$ cat src/rtl/sflash_hdr_pkg.sv
package sflash_hdr_pkg;
  localparam int OP_W       = 8;
  localparam int ADDR_BYTES = 3;
  localparam int ADDR_W     = 8 * ADDR_BYTES;
  localparam int PAGE_W     = 13;
  localparam int STD_BYTE_W = 10;
  localparam int BIN_BYTE_W = 9;

  typedef enum logic {
    PG_STD = 1'b0,
    PG_BIN = 1'b1
  } pg_mode_e;
endpackage

$ cat src/rtl/sflash_hdr_shift.sv
module sflash_hdr_shift #(
  parameter int HDR_W = 32,
  localparam int CNT_W = $clog2(HDR_W + 1)
) (
  input  logic             clk_i,
  input  logic             rst_ni,
  input  logic             cs_ni,
  input  logic             si_i,
  output logic             start_o,
  output logic             done_o,
  output logic             short_end_o,
  output logic [HDR_W-1:0] word_o
);
  logic             cs_q;
  logic [CNT_W-1:0] cnt_q;
  logic [CNT_W-1:0] cnt_eff;
  logic [HDR_W-2:0] sh_q;

  assign start_o     = !cs_ni && cs_q;
  assign cnt_eff     = start_o ? '0 : cnt_q;
  assign done_o      = !cs_ni && (cnt_eff == CNT_W'(HDR_W - 1));
  assign short_end_o = cs_ni && !cs_q && (cnt_q != CNT_W'(HDR_W));
  assign word_o      = {sh_q, si_i};

  always_ff @(posedge clk_i or negedge rst_ni) begin
    if (!rst_ni) begin
      cs_q  <= 1'b1;
      cnt_q <= '0;
      sh_q  <= '0;
    end else begin
      cs_q <= cs_ni;
      if (cs_ni) begin
        cnt_q <= '0;
      end else if (cnt_eff != CNT_W'(HDR_W)) begin
        // saturate at HDR_W so trailing data leaves the header alone
        cnt_q <= cnt_eff + CNT_W'(1);
        sh_q  <= word_o[HDR_W-2:0];
      end
    end
  end
endmodule

$ cat src/rtl/sflash_hdr_split.sv
module sflash_hdr_split #(
  parameter int ADDR_W     = 24,
  parameter int PAGE_W     = 13,
  parameter int STD_BYTE_W = 10,
  parameter int BIN_BYTE_W = 9
) (
  input  logic [ADDR_W-1:0]     addr_i,
  input  logic                  bin_i,
  output logic [PAGE_W-1:0]     page_o,
  output logic [STD_BYTE_W-1:0] byte_o
);
  localparam int USED_W = PAGE_W + STD_BYTE_W;

  generate
    if (USED_W < ADDR_W) begin : g_dummy
      logic unused_dummy;
      assign unused_dummy = ^addr_i[ADDR_W-1:USED_W];
    end
  endgenerate

  always_comb begin
    if (bin_i) begin
      page_o = addr_i[BIN_BYTE_W +: PAGE_W];
      byte_o = STD_BYTE_W'(addr_i[BIN_BYTE_W-1:0]);
    end else begin
      page_o = addr_i[STD_BYTE_W +: PAGE_W];
      byte_o = addr_i[STD_BYTE_W-1:0];
    end
  end
endmodule

$ cat src/rtl/sflash_hdr_dec.sv
module sflash_hdr_dec
  import sflash_hdr_pkg::*;
#(
  parameter int OPW  = OP_W,
  parameter int AW   = ADDR_W,
  parameter int PGW  = PAGE_W,
  parameter int SBW  = STD_BYTE_W,
  parameter int BBW  = BIN_BYTE_W,
  localparam int HW  = OPW + AW
) (
  input  logic           sck_i,
  input  logic           rst_ni,
  input  logic           cs_ni,
  input  logic           si_i,
  input  logic           binary_mode_i,
  output logic [OPW-1:0] opcode_o,
  output logic [PGW-1:0] page_o,
  output logic [SBW-1:0] byte_o,
  output logic           hdr_valid_o,
  output logic           frame_err_o
);
  logic           start;
  logic           done;
  logic           short_end;
  logic [HW-1:0]  word;
  pg_mode_e       mode_q;
  logic           bin_eff;
  logic [PGW-1:0] page_d;
  logic [SBW-1:0] byte_d;

  sflash_hdr_shift #(.HDR_W(HW)) u_shift (
    .clk_i      (sck_i),
    .rst_ni     (rst_ni),
    .cs_ni      (cs_ni),
    .si_i       (si_i),
    .start_o    (start),
    .done_o     (done),
    .short_end_o(short_end),
    .word_o     (word)
  );

  // mode is frozen on the first edge of the frame
  assign bin_eff = start ? binary_mode_i : (mode_q == PG_BIN);

  sflash_hdr_split #(
    .ADDR_W    (AW),
    .PAGE_W    (PGW),
    .STD_BYTE_W(SBW),
    .BIN_BYTE_W(BBW)
  ) u_split (
    .addr_i(word[AW-1:0]),
    .bin_i (bin_eff),
    .page_o(page_d),
    .byte_o(byte_d)
  );

  always_ff @(posedge sck_i or negedge rst_ni) begin
    if (!rst_ni) begin
      mode_q      <= PG_STD;
      opcode_o    <= '0;
      page_o      <= '0;
      byte_o      <= '0;
      hdr_valid_o <= 1'b0;
      frame_err_o <= 1'b0;
    end else begin
      hdr_valid_o <= done;
      if (start) mode_q <= pg_mode_e'(binary_mode_i);
      if (done) begin
        opcode_o <= word[HW-1 -: OPW];
        page_o   <= page_d;
        byte_o   <= byte_d;
      end
      if (start)          frame_err_o <= 1'b0;
      else if (short_end) frame_err_o <= 1'b1;
    end
  end
endmodule

$ cat config.mk
export PLATFORM = sky130hd
export DESIGN_NAME = sflash_hdr_dec
export DESIGN_NICKNAME = d
export VERILOG_FILES = /design/src/rtl/sflash_hdr_pkg.sv /design/src/rtl/sflash_hdr_shift.sv /design/src/rtl/sflash_hdr_split.sv /design/src/rtl/sflash_hdr_dec.sv
export SDC_FILE = /design/constraint.sdc
export NUM_CORES = 1
export LEC_CHECK = 0
export ABC_AREA = 1
export BUFFER_PORTS_ARGS = -buffer_cell sky130_fd_sc_hd__buf_2
export CORE_MARGIN = 2
export CORE_UTILIZATION = 57
export DETAILED_ROUTE_END_ITERATION = 7
export PLACE_DENSITY = 0.78
export SKIP_CTS_REPAIR_TIMING = 1
export SYNTH_ARGS = -nofsm -noshare
export SYNTH_HDL_FRONTEND = slang
export SYNTH_SLANG_ARGS = --single-unit
export TNS_END_PERCENT = 100
$ cat constraint.sdc
create_clock -name sck_i -period 2.55 [get_ports sck_i]
set_clock_uncertainty 0.15 [all_clocks]
set_input_delay 0.1275 -clock sck_i [delete_from_list [all_inputs] [get_ports sck_i]]
set_output_delay 0.1275 -clock sck_i [all_outputs]
set_load 0.01 [all_outputs]
* Word level (Yosys, flattened, before mapping)
Cells that the tools add are included.
Word-level totals: flip-flop bits (word level) 72, bits of input ports 5
Cells by class: bitwise operators 1, mux-type cells 8, equality and inequality tests 3, reductions and logical operators 9, add/sub/neg operators 1
Operator list (count):
- 6-bit two-way mux | 3
- 13-bit two-way mux | 1
- 6-bit != test, second input constant | 2
- 10-bit two-way mux | 1
- 6-bit by 1-bit adder with 6-bit output, second input constant | 1
- 6-bit by 5-bit == test with 1-bit output, second input constant | 1
- 1-bit logical AND | 4
- 2-bit nonzero test | 2
- 1-bit two-way mux | 3
- 1-bit logical NOT | 2
- 2-bit AND reduction | 1
- 1-bit NOT | 1

* Depth between registers and ports, before layout
Gate-level depths: netlist of the first run.
depth after elaboration 6, depth in mapped cells 12, depth with buffers taken out 11

* Cells and area by module
Synthesis of the first run repeated with hierarchy kept, for this count alone.
Unflattened totals: cells, all modules 387, area total of the unflattened synthesis 3200.6 um^2
By module, submodules not included:
- sflash_hdr_shift | cells each 194, instances 1, area an instance 1700.4 um^2
- sflash_hdr_dec | cells each 140, instances 1, area an instance 1256.2 um^2
- sflash_hdr_split | cells each 53, instances 1, area an instance 244.0 um^2

* Least setup slack after synthesis of the first run
No wires, ideal clock.
kind reg-to-reg, start point register u_shift.cs_q, end point register u_shift.sh_q[10], stages on the path, launching flop included 12, data required time 2.283 ns, library setup time 0.117 ns, arrival time 1.500 ns, slack 0.783 ns, cell sequence dfstp_2 -> nand2_4 -> inv_1 -> nor2_1 -> inv_1 -> ha_1 -> nand3b_1 -> nor2_1 -> nor2_1 -> buf_2 -> nand2_1 -> nand2_1
On the way: longest elaborated chain between the ends 4
RTL lines:
- start, declared | line sflash_hdr_shift.sv:14 | logic cs_q;
- start signal, assigned | line sflash_hdr_shift.sv:31 | cs_q <= cs_ni;
- 1-bit logical AND | line sflash_hdr_shift.sv:19 | assign start_o = !cs_ni && cs_q;
- 6-bit two-way mux | line sflash_hdr_shift.sv:20 | assign cnt_eff = start_o ? '0 : cnt_q;
- 6-bit != test | line sflash_hdr_shift.sv:34 | end else if (cnt_eff != CNT_W'(HDR_W)) begin
- 2-bit AND reduction (no line)
- end signal, assigned | line sflash_hdr_shift.sv:37 | sh_q <= word_o[HDR_W-2:0];
- end, declared | line sflash_hdr_shift.sv:17 | logic [HDR_W-2:0] sh_q;
No other way between the ends. A chain may end at the register's enable or synchronous reset.

* Worst setup path after layout of the first run
start point input port cs_ni, end point register u_shift.sh_q[3]
On the way: longest elaborated chain between the ends 5, elaborated cells between the ends (all ways) 6, classes of those cells eq/ne: 1; mux: 1; bitwise: 1; reduce/logical: 3
RTL lines:
- start, declared | line sflash_hdr_dec.sv:13 | input logic cs_ni,
- 1-bit logical NOT | line sflash_hdr_shift.sv:19
- 1-bit logical AND | line sflash_hdr_shift.sv:19
- 6-bit two-way mux | line sflash_hdr_shift.sv:20
- 6-bit != test | line sflash_hdr_shift.sv:34
- 2-bit AND reduction (no line) (*)
Mark *: on every way between the ends. The rest lies on a longest branch, timed or not.

==> results_dict.tcl, run 1 <==
set metrics [dict create \
    multiInputGateArea_sq_um 1150 \
    crit_fanout 32 \
    p_total_mw 2.37 \
    finalSetupViolations 0 \
    dp_cells 475 \
    synth-seq-cells 72 \
    cp-start-kind "input port" \
    cpPeakStageDelay_ps 520 \
    p_per_area_nw_per_um2 664 \
    cp.arrival_ps 2360 \
    fp.coreArea_sq_um 5170 \
    route.met3.wl_microns 249 \
    syn_area_sq_um 3090 \
    io_buffers 37 \
    yosys_warnings 0 \
    cap_violations 0 \
    synth_area_leaders "dfrtp_1 57%, nand2_1 24%, nand3_1 8.1%" \
    final_nets 426 \
    overflow 0 \
    layout-drive-gt1-share 0.168 \
    worstRegToRegCells 11 \
    cts.clk_slew.worst_paths_ps 80 \
    rows 26 \
    clock_latency_ps 340 \
    die_x_microns 77.7 \
    start_util 0.598 \
    firstDrtPassIters 4 \
    slowest_stage "dlygate4sd3_1" \
    wl_met1_microns 2940 \
    finalWirelength_microns 6310 \
    io_pins 38 \
    cts_buffer_depth 2 \
    hold_path.class "input port to async pin" \
    fin_cells 493 \
    yosys-top-cells-count "197 x nand2_1, 71 x dfrtp_1, 50 x nand3_1" \
    grt_max_degree 34 \
    dp_hpwl_microns 3960 \
    dieArea_sq_um 6030 \
    rrSetupSlack_ps 480 \
    fillCellCount 413 \
    yosysSeqAreaShare 0.583 \
    power_leakage_nw 2.12 \
    setup_tns_ps 0 \
    track_usage 0.235 \
    antenna-diode-count 0 \
    route.met2.wl_microns 3000 \
    avgRoutedWirePerCell_microns 12.8 \
    avgViaCountPerCell 5.11 \
    die_h_microns 77.7 \
    period_needed_ps 2240 \
    synth_top_cell_area_share 0.575 \
    slew_viol_final 0 \
    cts_tree "built" \
    grt_pass1_wl_microns 11200 \
    fmax_mhz 447 \
    crit-reg2reg-launch "u_shift.cs_q$_DFF_PN1_" \
    drc 0 \
    finalHoldViolations 0 \
    synthesis.nets 382 \
    synth-edff-count 0 \
    fin_crit_sh 0.877 \
    synth_flop_cell "dfrtp_1" \
    yosys.cell_types.count 21 \
    grt_antenna_before_repair 0 \
    htreeDepth 3 \
    area_growth_pct 15.6 \
    clock-sinks 72 \
    syn_inst 375 \
    place.gp.congestion 0.815 \
    worst_r2r_endpoint "u_shift.sh_q[3]$_DFFE_PN0P_" \
    worstPathRequired_ps 2680 \
    cts_inserted_buffers 9 \
    drt_iter0_markers 217 \
    cts_root_buf "clkbuf_8" \
    peakVddDrop_mv 0.444 \
    via_count 2519 \
    path_cells "dlygate4sd3_1 > buf_2 > inv_2 > nand2_4 > inv_1 > nor2_1 > inv_1 > ha_1 > nand3b_1 > nor2_1 > nor2_2 > buf_4 > nand2_1 > nand2_1" \
    grt_pass1_vias 2509 \
    critPathKind "input port to flip-flop" \
    synth.largest_area_cell "dfrtp_1" \
    endpoint_kind "flip-flop" \
    rsz0062_at_grt "no" \
    status "finished clean" \
    drtAntennaViolNets 0 \
    yosysMostFrequentCell "nand2_1" \
    top_layer "met4" \
    ff_latch_area_sq_um 1800 \
    worst_pin_slew_ps 488 \
    postSynthAreaPerCell_sq_um 8.24 \
    slew_headroom 0.674 \
    synthArstFlopShare 1.00 \
]
==> cell families after synthesis <==
family	Yosys count	synth area share
compound gates	4	0.00769
simple gates	266	0.354
flops	72	0.583
fa+ha+maj	2	0.00809
xor+xnor	1	0.00283
buf+inv	30	0.0445
==> cell usage in the layout, fill, tap and decap left out, types with 2 or more instances in the layout <==
| cell type | instances |
|---|---|
| nor2_1 | 10 |
| inv_1 | 11 |
| nand2_1 | 197 |
| ha_1 | 2 |
| buf_2 | 37 |
| dfrtp_1 | 71 |
| nor3_1 | 2 |
| nand3_1 | 50 |
| o21ai_0 | 2 |
| dlygate4sd3_1 | 3 |
| clkinvlp_4 | 2 |
| buf_4 | 11 |
| clkbuf_8 | 9 |
| nor2_2 | 2 |
==> routing by layer <==
layer | track usage | up-vias
met4 | 0.109 | 0
met1 | 0.309 | 1186
li1 | - | 1253
met5 | 0 | -
met2 | 0.384 | 67
met3 | 0.0384 | 13
==> state kept, by name, summed over array words and instances (netlist names) <==
register       count
u_shift.cs_q       1
hdr_valid_o        1
frame_err_o        1
u_shift.sh_q      31
byte_o            10
page_o            13
u_shift.cnt_q      6
opcode_o           8
mode_q             1
==> worst max-delay path: cells and delay by family <==
family                   cells  cell delay (ps)
adder cells (fa/ha/maj)      1              210
buffers and inverters        6             1260
AND/OR/NAND/NOR              7              740
==> final cells by class <==
cell class / instances / area share
inverters: 12 / 0.0126
clock buffers: 10 / 0.0357
well taps: 70 / 0.0245
clock inverters: 5 / 0.0165
repair buffers: 51 / 0.0833
multi-input cells: 273 / 0.323
flip-flops and latches: 72 / 0.505
==> power breakdown <==
part | leakage [nW] | switching [mW] | internal (mW)
Clock | 0.0883 | 0.418 | 0.447
Sequential | 0.981 | 0.0716 | 1.22
Combinational | 1.05 | 0.139 | 0.0770
Total | 2.12 | 0.629 | 1.75
==> stage by stage <==
stage                     cell area (sq um)   util  setup slack (ps)  hold slack, ps
after floorplan                        3090      -               783            -318
after global routing                   3570  0.691              95.0             215
after detailed placement               3360  0.649               558           -30.5
after CTS                              3540  0.685               493            -403
after global placement                 3360  0.649               587           -37.3
final                                  3570  0.691               313             161
==> worst max-delay path by stage <==
stage | end | slack, ps | start | cells after the start
6_report | u_shift.sh_q[3]$_DFFE_PN0P_ | 310 | cs_ni | 14
5_1_grt | u_shift.sh_q[22]$_DFFE_PN0P_ | 100 | cs_ni | 14
4_1_cts | u_shift.sh_q[3]$_DFFE_PN0P_ | 490 | u_shift.cs_q$_DFF_PN1_ | 11
3_5_place_dp | u_shift.sh_q[29]$_DFFE_PN0P_ | 560 | u_shift.cs_q$_DFF_PN1_ | 11
3_3_place_gp | u_shift.sh_q[18]$_DFFE_PN0P_ | 590 | u_shift.cs_q$_DFF_PN1_ | 11
2_1_floorplan | u_shift.sh_q[10]$_DFFE_PN0P_ | 780 | u_shift.cs_q$_DFF_PN1_ | 11
Note: power is estimated with default switching activity, not from simulation.
==> run 2, diff against run 1 <==
--- a/config.mk
+++ b/config.mk
@@ -11,6 +11,7 @@
 export CORE_UTILIZATION = 57
 export DETAILED_ROUTE_END_ITERATION = 7
 export PLACE_DENSITY = 0.78
+export REMOVE_ABC_BUFFERS = 1
 export SKIP_CTS_REPAIR_TIMING = 1
 export SYNTH_ARGS = -nofsm -noshare
 export SYNTH_HDL_FRONTEND = slang
==> run 2 against run 1 <==
Compared with the run above:
- die area stayed put
- critical path depth down 4
- global-route usage decreased by 0.57 points
- count of clock-buffer cells in the layout unchanged
- highest routed layer unchanged
- non-clock buffer count down 2
- via count shrank 0.32%
- hold slack got worse by 68 ps
- clock power increased by 3.9%
- first-iteration DRC count is 27% lower
- fmax grew 1.3%
- sequential power about the same
==> results_dict.tcl, run 2 (same netlist as run 1, synthesis figures left out) <==
set metrics [dict create \
    p_per_area_nw_per_um2 672 \
    hold_ws_ps 93.7 \
    worstRegToRegCells 10 \
    slew_viol_final 0 \
    via_count 2511 \
    fmax_mhz 453 \
    die_x_microns 77.7 \
    cap_violations 0 \
    cts_root_buf "clkbuf_8" \
    io_pins 38 \
    cts_tree "built" \
    cts_buffer_depth 2 \
    power_leakage_nw 2.13 \
    dp_hpwl_microns 3800 \
    fin_util 0.693 \
    peakVddDrop_mv 0.384 \
    reg.largest.list "u_shift.sh_q x31, page_o x13, byte_o x10" \
    hold_start "cs_ni" \
    antenna-diode-count 0 \
    die_h_microns 77.7 \
    final_area_sq_um 3590 \
    period_needed_ps 2210 \
    crit-reg2reg-launch "u_shift.cs_q$_DFF_PN1_" \
    final_cell_mix "197 x nand2_1, 71 x dfrtp_1, 50 x nand3_1, 37 x buf_2, 11 x inv_1" \
    grt_pass1_vias 2391 \
    p_total_mw 2.41 \
    largest_reg_flops 31 \
    finalSetupViolations 0 \
    fp.coreArea_sq_um 5170 \
    crit_fanout 32 \
    cp.arrival_ps 2340 \
    endpoint_kind "flip-flop" \
    grt_antenna_before_repair 0 \
    io_buffers 37 \
    drtAntennaViolNets 0 \
    dieArea_sq_um 6030 \
    worstSetupStartpoint "u_shift.cs_q$_DFF_PN1_" \
    avgRoutedWirePerCell_microns 12.6 \
    rsz0062_at_grt "no" \
    avgViaCountPerCell 5.10 \
    preCtsSetupSlack_ps -27.5 \
    htreeDepth 3 \
    overflow 0 \
    finalWirelength_microns 6210 \
    final_common_cell "nand2_1" \
    cts_inserted_buffers 9 \
    area_growth_pct 16.0 \
    holdPathStages 4 \
    clock-sinks 72 \
    hold_path.class "input port to flip-flop" \
    setup_ws_ps 341 \
    slew_headroom 0.542 \
    finalHoldViolations 0 \
    place.gp.congestion 0.885 \
    start_util 0.598 \
    worstPathRequired_ps 2690 \
    final_nets 424 \
    critPathKind "flip-flop to flip-flop" \
    track_usage 0.229 \
    cp-start-kind "flip-flop" \
    clock_latency_ps 350 \
    top_register "u_shift.sh_q" \
    worst_pin_slew_ps 685 \
    fin_crit_sh 0.866 \
    cts.clk_slew.worst_paths_ps 70 \
    firstDrtPassIters 7 \
    status "finished clean" \
    grt_pass1_wl_microns 10800 \
    rows 26 \
    grt_max_degree 73 \
    drc 0 \
    drt_iter0_markers 159 \
    place_area_sq_um 3350 \
    layout-drive-gt1-share 0.168 \
]
## run 2: report_power, final
group	internal (mW)	switching, mW
clock	0.473	0.426
sequential	1.22	0.0716
combinational	0.0765	0.139
total	1.77	0.637
## run 2: area by class of cell
class	count	area (sq um)
sequential	72	1800
fill	423	1590
multi-input combinational	273	1160
timing repair buffer	49	295
clock buffer	10	138
tap	70	87.6
clock inverter	6	58.8
inverter	12	45.0
## run 2: worst paths after layout
path	slack (ps)	end
setup / recovery	340	u_shift.sh_q[13]$_DFFE_PN0P_
hold / removal	90	u_shift.cnt_q[1]$_DFFE_PN0P_
setup reg to reg	340	u_shift.sh_q[13]$_DFFE_PN0P_
hold reg to reg	320	byte_o[8]$_DFFE_PN0P_
max in group asynchronous	1770	u_shift.cs_q$_DFF_PN1_
min in group asynchronous	170	u_shift.cnt_q[3]$_DFFE_PN0P_
## run 2: routing by layer
metal | global-route usage | up-vias | part of all wire
met4 | 0.105 | 0 | 0.021
met1 | 0.297 | 1193 | 0.46
met2 | 0.367 | 56 | 0.48
met3 | 0.0547 | 12 | 0.042
met5 | 0 | - | 0
li1 | - | 1250 | -
## run 2: stage by stage
stage               setup TNS, ps  instances
finish                          0        492
floorplan                    -150        357
global route                    0        492
CTS                         -28.7        489
detailed placement          -42.3        473
global placement                0        473
## run 2: worst max-delay path, cell delays in order (launching register included)
cell and delay (ps):
dfstp_2 400, nand2_4 140, inv_1 50, nor2_1 140, inv_1 70, ha_1 190
nand3b_1 120, nor2_1 110, nor2_4 540, nand2_1 150, nand2_1 90
==> run 3, diff against run 2 <==
--- a/config.mk
+++ b/config.mk
@@ -15,5 +15,6 @@
 export SKIP_CTS_REPAIR_TIMING = 1
 export SYNTH_ARGS = -nofsm -noshare
 export SYNTH_HDL_FRONTEND = slang
+export SYNTH_HIERARCHICAL = 1
 export SYNTH_SLANG_ARGS = --single-unit
 export TNS_END_PERCENT = 100
==> run 3 against run 2 <==
Compared with the run above:
- combinational power shrank 4%
- hold slack gained 68 ps
- synthesized area grew 3.5%
- global-route usage shrank 1.1 points
- flip-flop and latch count is the same
- first-iteration DRC count grew 48%
- critical endpoint is now page_o[12]$_DFFE_PN0P_
- largest cell class unchanged
- largest power group unchanged
- highest routed layer unchanged
==> results_dict.tcl, run 3 <==
set metrics [dict create \
    worstPathRequired_ps 2680 \
    swShare 0.272 \
    drtAntennaViolNets 0 \
    cap_violations 0 \
    reg.largest.list "u_shift/sh_q x31, page_o x13, byte_o x10" \
    antenna-diode-count 0 \
    cp-start-kind "input port" \
    finalSetupViolations 0 \
    rows 27 \
    p_int_mw 1.67 \
    synthAdderAreaFrac 0.00782 \
    final_common_cell "nand2_1" \
    synthArstFlopShare 1.00 \
    fp.coreArea_sq_um 5470 \
    dp_cells 473 \
    largest_reg_flops 31 \
    cp.arrival_ps 2370 \
    yosys.area_share.xor_xnor 0.00547 \
    avgViaCountPerCell 4.97 \
    drt_iter0_markers 235 \
    htreeDepth 3 \
    syn_area_sq_um 3200 \
    io_buffers 37 \
    final_area_sq_um 3550 \
    top_register "u_shift/sh_q" \
    fin_crit_sh 0.880 \
    dp_hpwl_microns 3790 \
    die_x_microns 78.9 \
    grt_pass1_vias 2293 \
    critPathKind "input port to flip-flop" \
    overflow 0 \
    final_nets 422 \
    clock_latency_ps 340 \
    finalHoldViolations 0 \
    slew_headroom 0.571 \
    postSynthAreaPerCell_sq_um 8.27 \
    setup_tns_ps 0 \
    yosys.area_share.simple 0.346 \
    cts_tree "built" \
    endpoint_kind "flip-flop" \
    cts.clk_slew.worst_paths_ps 70 \
    cts_root_buf "clkbuf_8" \
    dieArea_sq_um 6230 \
    final_cell_mix "212 x nand2_1, 71 x dfrtp_1, 37 x buf_2, 35 x nand3_1, 15 x nor2_1" \
    synth-compound-area-share 0.00430 \
    die_h_microns 78.9 \
    track_usage 0.219 \
    grt_pass1_wl_microns 10500 \
    peakVddDrop_mv 0.354 \
    switching_power_mw 0.624 \
    crit_fanout 32 \
    synth_flop_cell "dfrtp_1" \
    synth_mux_area_frac 0 \
    synth_area_leaders "dfrtp_1 56%, nand2_1 25%, nand3_1 5.5%" \
    cts_buffer_depth 2 \
    firstDrtPassIters 4 \
    place_area_sq_um 3350 \
    share_comb_of_total_power 0.090 \
    synth-edff-count 0 \
    synth_top_family_by_area "simple AND/OR/NAND/NOR gates" \
    yosys.cell_types.count 22 \
    rsz0062_at_grt "no" \
    grt_max_degree 47 \
    finalWirelength_microns 5930 \
    status "finished clean" \
    cts_inserted_buffers 9 \
    synth.largest_area_cell "dfrtp_1" \
    syn_inst 387 \
    place.gp.congestion 0.858 \
    pwr-share-seq 0.563 \
    clock-sinks 72 \
    worst_pin_slew_ps 644 \
    fin_cells 492 \
    power_leakage_nw 2.08 \
    p_per_area_nw_per_um2 647 \
    layout-drive-gt1-share 0.162 \
    io_pins 38 \
    via_count 2443 \
    slew_viol_final 0 \
    clkPwrFrac 0.347 \
    avgRoutedWirePerCell_microns 12.1 \
    yosysMostFrequentCell "nand2_1" \
    period_needed_ps 2240 \
    synth-seq-cells 72 \
    yosys-top-cells-count "212 x nand2_1, 71 x dfrtp_1, 35 x nand3_1" \
    grt_antenna_before_repair 0 \
    yosysSeqAreaShare 0.563 \
    synth_top_cell_area_share 0.555 \
    yosys_warnings 6 \
    hold_path.class "input port to flip-flop" \
    area_growth_pct 11.0 \
    fmax_mhz 446 \
    drc 0 \
    start_util 0.585 \
]
run 3: through the flow:
step	utilization	total power, mW	hold slack, ps	setup slack, ps
floorplan	-	1.44	-318	-1150
global placement	0.612	1.51	22.5	515
detailed placement	0.612	1.52	37.9	415
CTS	0.644	2.32	-334	408
global route	0.649	2.42	228	66.9
finish	0.649	2.30	162	307
run 3: critical path, stage by stage:
cell           delay, ps
dlygate4sd3_1        520
buf_2                230
inv_6                 60
nand2_8               70
nand2_1              100
inv_1                 70
ha_1                 170
nand3_1              100
nor2_1                90
nand2_1               80
nor3_2               170
buf_4                360
nand2_1              130
nand2_1               90
run 3: cell type report:
class                      count  area [sq um]
fill                         507          1920
timing repair buffer          45           265
sequential                    72          1800
tap                           72          90.1
clock buffer                  11           141
inverter                      12          50.0
clock inverter                 5          32.5
multi-input combinational    275          1170
run 3: logic make-up after synthesis:
logic type,Yosys count
AOI/OAI and AO/OA,2
xor gates and xnor gates,2
adders and majority gates,2
buffers and inverters,40
DFF,72
and+or+nand+nor,269
run 3: layer usage:
layer / vias up / GRT usage / wire (microns)
li1: 1238 / - / -
met1: 1154 / 0.287 / 2740
met2: 44 / 0.353 / 2840
met3: 7 / 0.0477 / 252
met4: 0 / 0.0931 / 93
met5: - / 0 / 0
run 3: final timing paths:
kind                       slack (ps)                 endpoint                    start  depth (start not counted)
max                               310   page_o[12]$_DFFE_PN0P_                    cs_ni                         14
min                               160   page_o[10]$_DFFE_PN0P_            binary_mode_i                          7
max reg2reg                       430  opcode_o[7]$_DFFE_PN0P_   u_shift/cs_q$_DFF_PN1_                         11
min reg2reg                       320  opcode_o[6]$_DFFE_PN0P_  opcode_o[6]$_DFFE_PN0P_                          2
max in group asynchronous        1350   u_shift/cs_q$_DFF_PN1_                   rst_ni                          3
min in group asynchronous         190    page_o[5]$_DFFE_PN0P_                   rst_ni                          2
run 3: power by group through the flow:
| stage | Combinational (mW) | Sequential, mW | Clock, mW |
|---|---|---|---|
| CTS | 0.208 | 1.29 | 0.816 |
| floorplan | 0.139 | 1.30 | 0 |
| finish | 0.207 | 1.29 | 0.799 |
| global placement | 0.197 | 1.31 | 0 |
| detailed placement | 0.206 | 1.31 | 0 |
| global route | 0.243 | 1.31 | 0.870 |
